===== src/rtl/pin_chk_pkg.sv =====
package pin_chk_pkg;
   typedef enum logic [1:0] {
      ROLE_IN  = 2'b00,
      ROLE_PWR = 2'b01,
      ROLE_OUT = 2'b10,
      ROLE_UNK = 2'b11
   } pin_role_e;

   typedef enum logic [1:0] {
      LVL_UNDEF = 2'b00,
      LVL_ONE   = 2'b01,
      LVL_ZERO  = 2'b10,
      LVL_HIZ   = 2'b11
   } pin_level_e;

   localparam int STATUS_FAIL_BIT = 0;
   localparam int STATUS_IDX_LSB  = 1;
endpackage


===== src/rtl/pc_record_emitter.sv =====
module pc_record_emitter
   import pin_chk_pkg::*;
#(
   parameter int PINS  = 20,
   parameter int IDX_W = 5
) (
   input  logic             clk,
   input  logic             rst_n,
   input  logic             load,
   input  logic             fail,
   input  logic [IDX_W-1:0] idx,
   input  logic [PINS-1:0]  mask,
   input  logic             fifo_full,
   output logic             fifo_wr,
   output logic [7:0]       fifo_data,
   output logic             busy
);
   localparam int MASK_BYTES = (PINS + 7) / 8;
   localparam int NBYTES     = 1 + MASK_BYTES;
   localparam int BW         = $clog2(NBYTES + 1);
   localparam logic [BW-1:0] LAST = BW'(NBYTES - 1);

   logic [8*NBYTES-1:0]    rec;
   logic [8*NBYTES-1:0]    rec_next;
   logic [8*MASK_BYTES-1:0] mask_ext;
   logic [7:0]             status;
   logic [BW-1:0]          pos;

   always_comb begin
      mask_ext = '0;
      mask_ext[PINS-1:0] = mask;
      status = '0;
      status[STATUS_FAIL_BIT] = fail;
      status[STATUS_IDX_LSB +: IDX_W] = idx;
      rec_next = {mask_ext, status};
   end

   assign fifo_wr   = busy && !fifo_full;
   assign fifo_data = rec[7:0];

   always_ff @(posedge clk) begin
      if (!rst_n) begin
         busy <= 1'b0;
         pos  <= '0;
         rec  <= '0;
      end else if (load && !busy) begin
         busy <= 1'b1;
         pos  <= '0;
         rec  <= rec_next;
      end else if (fifo_wr) begin
         rec <= rec >> 8;
         pos <= pos + BW'(1);
         if (pos == LAST) busy <= 1'b0;
      end
   end
endmodule


===== config.mk =====
export PLATFORM = sky130hd
export DESIGN_NAME = pc_record_emitter
export DESIGN_NICKNAME = d
export VERILOG_FILES = /design/src/rtl/pin_chk_pkg.sv /design/src/rtl/pc_record_emitter.sv
export SDC_FILE = /design/constraint.sdc
export NUM_CORES = 1
export LEC_CHECK = 0
export ABC_AREA = 1
export BUFFER_PORTS_ARGS = -buffer_cell sky130_fd_sc_hd__buf_2
export CAP_MARGIN = 20
export CORE_ASPECT_RATIO = 1.5
export CORE_MARGIN = 10
export CORE_UTILIZATION = 44
export DETAILED_ROUTE_END_ITERATION = 12
export PLACE_DENSITY = 0.78
export SLEW_MARGIN = 5
export SYNTH_ARGS = -nofsm -noshare
export SYNTH_HDL_FRONTEND = slang
export SYNTH_SLANG_ARGS = --single-unit

===== constraint.sdc =====
create_clock -name clk -period 1.2 [get_ports clk]
set_input_delay 0.12 -clock clk [delete_from_list [all_inputs] [get_ports clk]]
set_output_delay 0.12 -clock clk [all_outputs]
set_load 0.05 [all_outputs]

==> results of run 1 <==
-- worst min-delay path: stages --
cell and delay [ps]:
buf_2 90, nand2_1 50, a21oi_1 50
-- metrics by stage --
step / worst slack, ps / cell area [µm²]
floorplan: -23.9 / 1560
global placement: -4.06 / 1740
detailed placement: -6.05 / 1740
CTS: 26.2 / 1860
global route: -3.46 / 1900
finish: 45.1 / 1900
-- logic make-up (layout without fill, tap and decap cells) --
group	count (synthesis)	in the layout
buffers and inverters	45	82
flip-flops	32	32
XOR/XNOR	1	1
AND/OR/NAND/NOR	101	101
AO/OA/AOI/OAI	32	32
adder cells (fa/ha/maj)	2	2
-- power by group through the flow --
stage          logic, mW  clock network, mW  registers, mW
6_report           0.412              0.858           1.15
5_1_grt            0.455              0.928           1.16
2_1_floorplan      0.287                  0           1.17
3_3_place_gp       0.383                  0           1.17
3_5_place_dp       0.386                  0           1.17
4_1_cts            0.394              0.879           1.15
-- state kept, by name, summed over array words and instances (netlist names) --
register,count
busy,1
rec,28
pos,3
-- layout make-up --
type,instances,area [µm²],share of cell area (%)
multi-input cells,136,688,36.3
clock buffers,6,82.6,4.36
repair buffers,51,324,17.1
inverters,23,92.6,4.88
well taps,42,52.6,2.77
flip-flops and latches,32,646,34.1
clock inverters,2,10.0,0.528
-- synth_stat cells, drive strengths merged --
| library cell | instances | area share (%) |
|---|---|---|
| nand3 | 62 | 20 |
| nand2 | 36 | 9.4 |
| dfxtp | 32 | 41 |
| a21oi | 31 | 10 |
| inv | 22 | 5.3 |
| buf | 20 | 9.6 |
| clkbuf | 2 | 0.48 |
| ha | 2 | 1.6 |
| nor2 | 2 | 0.65 |
| clkinv | 1 | 0.24 |
| o21ai | 1 | 0.32 |
| or2 | 1 | 0.40 |
| xor2 | 1 | 0.57 |
-- what timing repair did --
action,in CTS,in global routing
setup endpoints to repair,2,23
pin swaps,2,1
resized for setup,6,7
buffers inserted,1,1
-- placed cells by master, fill, tap and decap left out, types with 2 or more instances in the layout --
cell type,netlist,final
buf_4,12,9
dfxtp_1,32,30
buf_2,5,38
clkbuf_8,0,6
nand3_1,62,62
buf_12,0,2
a21oi_1,31,30
nand2_1,34,34
clkinv_2,0,2
inv_1,20,19
-- metal layers --
layer / GRT usage [%] / share of wire [%] / up-vias
met5: 0 / 0 / -
met4: 6.90 / 2.0 / 0
met3: 3.62 / 4.1 / 7
met2: 21.8 / 54 / 32
met1: 12.5 / 40 / 684
li1: - / - / 768
-- worst max path at each step --
stage               startpoint      to  slack (ps)  cells after the start
finish                  pos[0]  pos[2]          50                      4
global route            pos[0]  pos[2]          -3                      4
CTS                     pos[0]  pos[2]          30                      4
detailed placement      pos[0]  pos[2]          -6                      4
global placement        pos[0]  pos[2]          -4                      4
floorplan                 busy  pos[1]         -20                      5
==> summary.txt, run 1 <==
Timing
  – Max-slew violations: 0
  – Worst-Margin Slew: 256 ps
  – Min Hold Slack: 80.6 ps
  – Setup Viol. Count Final: 0
  – Setup_tns: 0 ps
  – Worst relative slew slack: 83.0%
  – Crit path time final: 1150 ps
  – Fmax: 866 MHz
  – Fin crit share: 96.2%
  – Clock Skews: 6.89 ps
  – Final Hold Fails: 0

Drt
  – Routed Antenna Nets: 0
  – DRC Markers: 0
  – Final wirelength: 3690 µm
  – Via count: 1491
  – 1st-iter DRT viols: 47
  – Via density: 5.11
  – Wire per inst: 12.6 µm
  – Drt pass-1 iters: 4

Synthesis
  – Synth Cell Area: 1550 µm²
  – Simple-gate share of the synthesized area: 30.5%
  – Mux share of post-synthesis cell area: 0%
  – Post-synthesis xor/xnor area fraction: 0.565%
  – Main combinational cell family by area after synthesis: simple AND/OR/NAND/NOR gates
  – Syn nets: 245
  – Synth Area per Inst: 7.27 µm²
  – Netlist cell types: 19
  – Synthesized instance count: 213
  – YS warnings: 0
  – Sequential-to-total area share from yosys stat: 41.4%
  – Flops & latches, synth: 32
  – Adder-Cell Fraction of Synth Area: 1.62%
  – Synth Area in Compound Gates: 10.3%

Job
  – Max-Cap Viols: 0

Critical path
  – Slowest stage delay, CP: 320 ps
  – Worst setup SP type: flip-flop
  – Worst Setup End Kind: flip-flop
  – Crit-path max FO: 2
  – Worst r2r dst: pos[2]
  – CP Cell Sequence: ha_2 > ha_1 > or2_4 > a21oi_2
  – R2R depth: 4
  – Kind of critical path: flip-flop to flip-flop
  – R2R Path Start: pos[0]
  – Critical Path AT: 1380 ps
  – Req. time, crit path: 1430 ps
  – Crit path max-delay family: adder cells
  – Buffer and inverter count on the worst path: 0
  – R2R setup slack: 50 ps
  – CP max-delay cell: dfxtp_2

Pwr
  – P_sw: 0.685 mW
  – Clock power frac: 35.4%
  – Switching share of power: 28.3%
  – Logic pwr share: 17.0%
  – Leak: 0.858 nW
  – Int Power: 1.73 mW
  – P per Cell Area: 1280 nW/µm²
  – Peak VDD IR: 0.788 mV
  – Overall power: 2.42 mW
  – Sequential Power Share: 47.5%

Cells and area
  – Fraction of layout instances using a drive strength above 1: 28.0%
  – Final core occ: 55.5%
  – Area grow syn2layout: 22.4%
  – Antenna cell count: 0
  – Layout Nets: 281
  – Number of fill cells: 361
  – Final cell count without fillers: 292

Floorplanning
  – Die area: 6340 µm²
  – Die X: 68.4 µm
  – Core Footprint: 3420 µm²
  – Die Ht: 92.7 µm
  – I/O pin cnt: 40
  – Initial Util: 45.3%
  – Site Rows: 26

Clocking
  – Clock slew seen by the registers of the worst setup and hold paths: 70 ps
  – Maximum level of the CTS H-tree: 2
  – CTS Buffer Depth: 2
  – CTS tree: done
  – Cts hold-fix bufs: 0
  – CTS Sinks: 32
  – Clock root buffer: clkbuf_8
  – Total CTS buffers: 5
  – Skew-Pair Late Insertion Delay: 290 ps

Placed design
  – Port bufs: 39
  – Post-DP HPWL: 2580 µm
  – RePlAce Congestion: 0.752
  – Placed Cells: 282

Min path
  – Hold path cells: 3
  – Hold Crit Class: input pin to flip-flop
  – Worst Hold Path EP: rec[24]
  – Worst hold start: mask[16]

Global routing
  – First-pass GRT wire length: 6220 µm
  – GRT overflow: 0
  – Initial antenna violation count: 0
  – Vias in the first global route: 1482
  – Total GRT Usage: 12.5%
  – Largest net degree at the start of global routing: 21

Outcome
  – Status: completed
Power figures use the tool's default switching activity.
==> run 2: changes to the inputs <==
--- a/config.mk
+++ b/config.mk
@@ -12,7 +12,7 @@
 export CORE_MARGIN = 10
 export CORE_UTILIZATION = 44
 export DETAILED_ROUTE_END_ITERATION = 12
-export PLACE_DENSITY = 0.78
+export PLACE_DENSITY = 0.75
 export SLEW_MARGIN = 5
 export SYNTH_ARGS = -nofsm -noshare
 export SYNTH_HDL_FRONTEND = slang
==> constraint.sdc (replaced) <==
create_clock -name clk -period 1.3 [get_ports clk]
set_input_delay 0.13 -clock clk [delete_from_list [all_inputs] [get_ports clk]]
set_output_delay 0.13 -clock clk [all_outputs]
set_load 0.05 [all_outputs]
==> run 2 against run 1 <==
  * Worst setup slack better by 46 ps
  * Cell area down 4.0%
  * Combinational power down 13%
  * Register-to-register slack better by 50 ps
  * Count of clock-buffer cells in the layout up 2
  * Clock power down 8.7%
  * Non-clock buffer count down 3
  * Largest cell class unchanged
==> summary.txt, run 2 (synthesis results as in run 1) <==
Cells and area
  – Final cell count without fillers: 289
  – Design area: 1820 µm²
  – Number of fill cells: 377
  – Fraction of layout instances using a drive strength above 1: 25.5%
  – Antenna cell count: 0
  – Area grow syn2layout: 17.5%
  – Most common cell after layout, fill and taps aside: nand3_1
  – Multi-input logic area: 677 µm²
  – Register area: 646 µm²
  – Final core occ: 53.3%
  – Commonest non-fill, non-tap cells in the layout: 62 x nand3_1, 38 x buf_2, 34 x nand2_1
  – Largest register FFs: 28
  – Layout Nets: 278
  – Largest regs: rec: 28 flops, pos: 3 flops, busy: 1 flops
  – Largest Register: rec

Floorplanning
  – Die area: 6340 µm²
  – Site Rows: 26
  – Initial Util: 45.3%
  – Core Footprint: 3420 µm²
  – I/O pin cnt: 40
  – Die X: 68.4 µm
  – Die Ht: 92.7 µm

Pwr
  – P per Cell Area: 1210 nW/µm²
  – Leak: 0.834 nW
  – Peak VDD IR: 0.805 mV
  – Overall power: 2.20 mW

Clocking
  – Clock slew seen by the registers of the worst setup and hold paths: 70 ps
  – CTS tree: done
  – CTS Buffer Depth: 2
  – Cts hold-fix bufs: 0
  – Clock root buffer: clkbuf_8
  – CTS Sinks: 32
  – Maximum level of the CTS H-tree: 2
  – Total CTS buffers: 5
  – Skew-Pair Late Insertion Delay: 280 ps

Critical path
  – Kind of critical path: flip-flop to primary output
  – Req. time, crit path: 1170 ps
  – Critical Path AT: 1080 ps
  – Worst setup SP type: flip-flop
  – Crit-path max FO: 8
  – Worst Setup End Kind: primary output

Placed design
  – Placement-stage cell area: 1710 µm²
  – Post-DP HPWL: 2510 µm
  – Port bufs: 39
  – RePlAce Congestion: 0.734
  – Placed Cells: 280

Timing
  – Final Hold Fails: 0
  – Setup_tns: 0 ps
  – Worst-Margin Slew: 725 ps
  – Worst relative slew slack: 51.4%
  – RSZ-0062 raised after global routing: no
  – Fmax: 827 MHz
  – Setup Viol. Count Final: 0
  – Clock Skews: 6.91 ps
  – Crit path time final: 1210 ps
  – Max-slew violations: 0
  – Fin crit share: 93.0%

Global routing
  – Initial antenna violation count: 0
  – Vias in the first global route: 1467
  – GRT overflow: 0
  – Total GRT Usage: 12.2%
  – Largest net degree at the start of global routing: 27
  – First-pass GRT wire length: 6150 µm

Drt
  – 1st-iter DRT viols: 44
  – Drt pass-1 iters: 4
  – Via density: 5.05
  – Wire per inst: 12.7 µm
  – Routed Antenna Nets: 0
  – Final wirelength: 3680 µm
  – Via count: 1459
  – DRC Markers: 0

Min path
  – Hold Crit Class: input pin to flip-flop

Job
  – Max-Cap Viols: 0

Outcome
  – Status: completed
==> run 2: changes by cell type in the layout (fill, tap and decap cells not counted), sizes merged <==
cell	previous run	this run
buf	51	48
clkbuf	6	8
clkinv	3	1
clkinvlp	1	0
inv	21	22
==> run 2: worst max-delay path: stages, from the launching register on <==
cell	delay, ps
dfxtp_4	350
inv_2	90
nor2_4	170
buf_6	180
==> run 2: repair_timing <==
| item | CTS | global route |
|---|---|---|
| setup endpoints to repair | 1 | 2 |
| pin swaps | 0 | 1 |
| gates resized for setup | 1 | 4 |
| setup buffers | 0 | 1 |
==> run 2: final cells by class <==
type	count	area share [%]
clock buffer	8	4.95
inverter	23	4.74
multi-input combinational	136	37.2
sequential	32	35.5
tap	42	2.89
timing repair buffer	48	14.8
==> run 2: path summary, 6_finish.rpt <==
path	start	to	slack, ps	cells after the start
max	busy	fifo_wr	90	3
min	mask[12]	rec[20]	100	3
max reg2reg	pos[0]	pos[2]	100	4
min reg2reg	rec[6]	rec[6]	460	2
==> run 2: through the flow <==
| stage | worst slack, ps | hold slack, ps |
|---|---|---|
| global route | 7.73 | 98.2 |
| floorplan | 59.0 | 258 |
| finish | 91.5 | 98.0 |
| detailed placement | 27.1 | 388 |
| CTS | 32.5 | 93.1 |
| global placement | 90.6 | 387 |
==> run 2: report_power, final <==
part	internal [mW]	switching, mW
clock	0.431	0.351
combinational	0.127	0.231
sequential	1.03	0.0262
==> run 2: layer usage <==
| layer | GRT usage (%) | share of wire [%] | vias up |
|---|---|---|---|
| met5 | 0 | 0 | - |
| met4 | 7.74 | 2.4 | 0 |
| met3 | 3.98 | 4.4 | 6 |
| met2 | 19.8 | 51 | 36 |
| met1 | 12.9 | 42 | 662 |
| li1 | - | - | 755 |
